$ cat src/rtl/mpaf_pkg.sv
package mpaf_pkg;

    typedef enum logic [0:0] {
        ST_HUNT     = 1'b0,
        ST_SELECTED = 1'b1
    } mpaf_state_e;

    localparam int MPAF_MODE_W = 2;

endpackage

$ cat src/rtl/mpaf_match.sv
module mpaf_match #(
    parameter int W = 8
) (
    input  logic [W-1:0] rx_data,
    input  logic [W-1:0] own_addr,
    input  logic [W-1:0] own_mask,
    output logic         given_hit,
    output logic         bcast_hit
);
    logic [W-1:0] bcast_pat;
    logic [W-1:0] given_ok;
    logic [W-1:0] bcast_ok;

    assign bcast_pat = own_addr | own_mask;

    for (genvar i = 0; i < W; i++) begin : g_bit
        assign given_ok[i] = ~own_mask[i] | ~(rx_data[i] ^ own_addr[i]);
        assign bcast_ok[i] = ~bcast_pat[i] | rx_data[i];
    end

    assign given_hit = &given_ok;
    assign bcast_hit = &bcast_ok;
endmodule

$ cat src/rtl/mpaf_ctrl.sv
module mpaf_ctrl
    import mpaf_pkg::*;
(
    input  logic clk,
    input  logic rst_n,
    input  logic frame_valid,
    input  logic rx_bit9,
    input  logic filter_on,
    input  logic addr_hit,
    output logic accept
);
    mpaf_state_e state_q, state_d;
    logic        acc_d, acc_q;

    // state register
    always_ff @(posedge clk or negedge rst_n) begin
        if (!rst_n) state_q <= ST_HUNT;
        else        state_q <= state_d;
    end

    // next state and accept decision
    always_comb begin
        state_d = state_q;
        acc_d   = 1'b0;
        if (!filter_on) begin
            state_d = ST_HUNT;
            acc_d   = frame_valid;
        end else if (frame_valid) begin
            unique case (state_q)
                ST_HUNT: begin
                    if (rx_bit9 && addr_hit) begin
                        acc_d   = 1'b1;
                        state_d = ST_SELECTED;
                    end
                end
                ST_SELECTED: begin
                    if (rx_bit9) begin
                        acc_d   = addr_hit;
                        state_d = addr_hit ? ST_SELECTED : ST_HUNT;
                    end else begin
                        acc_d   = 1'b1;
                    end
                end
            endcase
        end
    end

    // output register
    always_ff @(posedge clk or negedge rst_n) begin
        if (!rst_n) acc_q <= 1'b0;
        else        acc_q <= acc_d;
    end

    assign accept = acc_q;
endmodule

$ cat src/rtl/mp_addr_filter.sv
module mp_addr_filter
    import mpaf_pkg::*;
#(
    parameter int W = 8
) (
    input  logic                   clk,
    input  logic                   rst_n,
    input  logic                   frame_valid,
    input  logic [W-1:0]           rx_data,
    input  logic                   rx_bit9,
    input  logic [MPAF_MODE_W-1:0] mode,
    input  logic                   mp_en,
    input  logic [W-1:0]           own_addr,
    input  logic [W-1:0]           own_mask,
    output logic                   rx_accept
);
    logic given_hit, bcast_hit, filter_on;

    assign filter_on = mode[MPAF_MODE_W-1] & mp_en;

    mpaf_match #(.W(W)) match_i (
        .rx_data   (rx_data),
        .own_addr  (own_addr),
        .own_mask  (own_mask),
        .given_hit (given_hit),
        .bcast_hit (bcast_hit)
    );

    mpaf_ctrl ctrl_i (
        .clk         (clk),
        .rst_n       (rst_n),
        .frame_valid (frame_valid),
        .rx_bit9     (rx_bit9),
        .filter_on   (filter_on),
        .addr_hit    (given_hit | bcast_hit),
        .accept      (rx_accept)
    );
endmodule

$ cat config.mk
export PLATFORM = sky130hd
export DESIGN_NAME = mp_addr_filter
export DESIGN_NICKNAME = d
export VERILOG_FILES = /design/src/rtl/mpaf_pkg.sv /design/src/rtl/mpaf_match.sv /design/src/rtl/mpaf_ctrl.sv /design/src/rtl/mp_addr_filter.sv
export SDC_FILE = /design/constraint.sdc
export NUM_CORES = 1
export LEC_CHECK = 0
export ABC_CLOCK_PERIOD_IN_PS = 1040
export CAP_MARGIN = 20
export CELL_PAD_IN_SITES_DETAIL_PLACEMENT = 1
export CELL_PAD_IN_SITES_GLOBAL_PLACEMENT = 1
export CORE_AREA = 2 2 39 41
export CTS_CLUSTER_DIAMETER = 60
export DETAILED_ROUTE_END_ITERATION = 7
export DIE_AREA = 0 0 41 43
export DONT_BUFFER_PORTS = 1
export PLACE_DENSITY = 0.5
export SLEW_MARGIN = 20
export SYNTH_ARGS = -nofsm -noshare
export SYNTH_HDL_FRONTEND = slang
export SYNTH_HIERARCHICAL = 1
export SYNTH_SLANG_ARGS = --single-unit
$ cat constraint.sdc
create_clock -name clk -period 1.04 [get_ports clk]
set_input_delay 0.104 -clock clk [delete_from_list [all_inputs] [get_ports clk]]
set_output_delay 0.104 -clock clk [all_outputs]
set_load 0.01 [all_outputs]
==> results.json <==
{
  "cts_tree": "yes",
  "critical_path_class": "primary input to flip-flop",
  "ys_warn_count": 6,
  "clock_latency_ps": 220,
  "num_vias": 282,
  "drc_errors": 0,
  "post-route-util_pct": 23.87,
  "antenna_cells": 0,
  "routed_wl_um": 769,
  "postSynthAreaPerCell_um2": 8.170,
  "path_clk_slew_ps": 30,
  "rows": 14,
  "timing.slew.headroom_pct": 87.77,
  "cts_setup_buffers": 0,
  "min_path_cells": 1,
  "rsz0062_at_grt": "no",
  "cp-end-kind": "flip-flop",
  "slowest_stage": "or2_1",
  "whs_endpoint": "ctrl_i/accept",
  "ant_nets": 0,
  "drtPass1Iterations": 4,
  "place.gp.congestion": 0.6189,
  "via_per_inst": 5.222,
  "ioPinCount": 32,
  "layout-drive-gt1-share_pct": 7.895,
  "synth_cell_types": 16,
  "synth_seq_area_share_pct": 18.02,
  "fp.dieH_um": 43,
  "skew_ps": 0.04532,
  "grt_use_total_pct": 8.991,
  "min-delay-start": "frame_valid",
  "period_needed_ps": 980.2,
  "fin_nets": 71,
  "path_max_fanout": 2,
  "r2r-end": "ctrl_i/state_q",
  "final_area_um2": 330.3,
  "netlist_instances": 34,
  "core_um2": 1384,
  "drv_slew": 0,
  "holdCritPathClass": "primary input to flip-flop",
  "area_growth_syn_to_layout_pct": 18.92,
  "setup_viol": 0,
  "dp_hpwl_um": 695.5,
  "irDropWorstVdd_mv": 0.1487,
  "clockBufferDepth": 2,
  "power_uw": 316.2,
  "fp.dieArea_um2": 1763,
  "start_kind": "primary input",
  "fin_crit_sh_pct": 94.25,
  "status": "complete, no violations",
  "syn-cell-area_um2": 277.8,
  "fill_cells": 167,
  "hold_viol": 0,
  "cts_max_level": 1,
  "synth_fp_nets": 65,
  "crit_required_ps": 1140,
  "wl_per_cell_um": 14.24,
  "antenna_found_initial": 0,
  "p_leak_uw": 0.0001398,
  "max-cap-violations": 0,
  "r2r-start": "ctrl_i/state_q",
  "die_w_um": 41,
  "gr-total-overflow": 0,
  "start_util_pct": 20.07,
  "critPathArrivalTime_ps": 1080,
  "drt-initial-drc-count": 6,
  "worst_slew_pin_slew_ps": 181.9,
  "cts.sinks": 2,
  "crit_chain": "xor2_1 > a22oi_1 > and4_1 > or2_1 > and3_1 > o21a_1",
  "crit_start": "rx_data[6]",
  "placement.io_buffers": 0,
  "max_freq_mhz": 1020,
  "power.density_nw_per_um2": 957.2,
  "r2r_setup_slack_ps": 260,
  "place_area_um2": 297.8,
  "cts_root_buf": "clkbuf_4",
  "cts_buffers": 3,
  "grt_max_degree": 4,
  "synth-seq-cells": 2,
  "grt_pass1_vias": 329,
  "r2r_cells": 2,
  "slowest_delay_ps": 210,
  "grt_first_pass_wirelength_um": 1104
}
## cell usage in the layout (no fill, tap or decap)
cell type / instances
and2_1: 1
nor2_1: 5
and3_1: 1
a21boi_0: 1
a22oi_1: 4
o21bai_1: 3
mux2i_1: 1
o2111ai_1: 1
xor2_1: 8
or2_1: 1
o21a_1: 1
dfrtp_1: 2
a21boi_1: 1
dlygate4sd3_1: 1
o22ai_1: 2
nor3_1: 1
and4_1: 1
clkbuf_4: 3
## flip-flops by register name (all words and copies together), names as in the netlist
| signal | flops |
|---|---|
| ctrl_i/accept | 1 |
| ctrl_i/state_q | 1 |
## report_power, final
| group | internal [uW] | leakage [uW] | switching (uW) |
|---|---|---|---|
| Combinational | 43.4 | 0.0000998 | 27.0 |
| Sequential | 81.7 | 0.0000262 | 2.49 |
| Clock | 126 | 0.0000138 | 35.1 |
## repair_timing
action                    in CTS  in global routing
gates resized for setup        0                  0
hold buffers                   1                  0
hold endpoints to repair       2                  0
## worst max-delay path: cells and delay by family
family	cells	cell delay, ps
simple gates	3	560
compound gates	2	280
xor+xnor	1	140
## final cells by class
cell class / count / area, um2 / share of cell area [%]
Clock buffer: 3 / 22.52 / 6.818
Multi-Input combinational cell: 32 / 227.7 / 68.94
Sequential cell: 2 / 50.05 / 15.15
Tap cell: 16 / 20.02 / 6.061
Timing Repair Buffer: 1 / 10.01 / 3.030
## cells by family (layout without fill, tap and decap cells)
group | Yosys count | in the layout | synth area share (%)
AOI/OAI and AO/OA | 13 | 13 | 34.69
and+or+nand+nor | 10 | 10 | 18.47
xor gates and xnor gates | 8 | 8 | 25.23
DFF | 2 | 2 | 18.02
muxes | 1 | 1 | 3.604
buffers and inverters | 0 | 4 | 0
## synthesized netlist by cell type
cell type,n,share of area (%)
mux2i_1,1,3.6
o21bai_1,3,8.1
o21a_1,1,2.7
or2_1,1,2.3
nor2_1,5,6.8
o22ai_1,2,4.5
and4_1,1,3.2
a22oi_1,4,11
a21boi_0,1,2.7
nor3_1,1,1.8
dfrtp_1,2,18
a21boi_1,1,2.7
o2111ai_1,1,3.2
xor2_1,8,25
and2_1,1,2.3
and3_1,1,2.3
## per-stage QoR
stage	instances	setup slack [ps]	hold WS [ps]	TNS, ps
after CTS	54	49.83	38.17	0
after global routing	54	4.765	32.09	0
after detailed placement	50	-178.1	-191.5	-248.5
after floorplan	34	-81.95	-191.6	-81.95
final	54	59.78	42.76	0
after global placement	50	-164.4	-191.5	-219.3
## worst max path at each step
| stage | depth (start not counted) | to | slack [ps] |
|---|---|---|---|
| global placement | 6 | ctrl_i/state_q | -160 |
| finish | 6 | ctrl_i/state_q | 60 |
| detailed placement | 6 | ctrl_i/state_q | -180 |
| CTS | 6 | ctrl_i/state_q | 50 |
| global route | 6 | ctrl_i/state_q | 5 |
| floorplan | 6 | ctrl_i/state_q | -80 |
## layer usage
metal / GRT usage (%) / wire (um) / vias up
met4: 6.000 / 0 / 0
met1: 9.494 / 259 / 125
met3: 2.094 / 128 / 0
li1: - / - / 136
met2: 14.69 / 380 / 21
met5: 0 / 0 / -
Note: power is estimated with default switching activity, not from simulation.
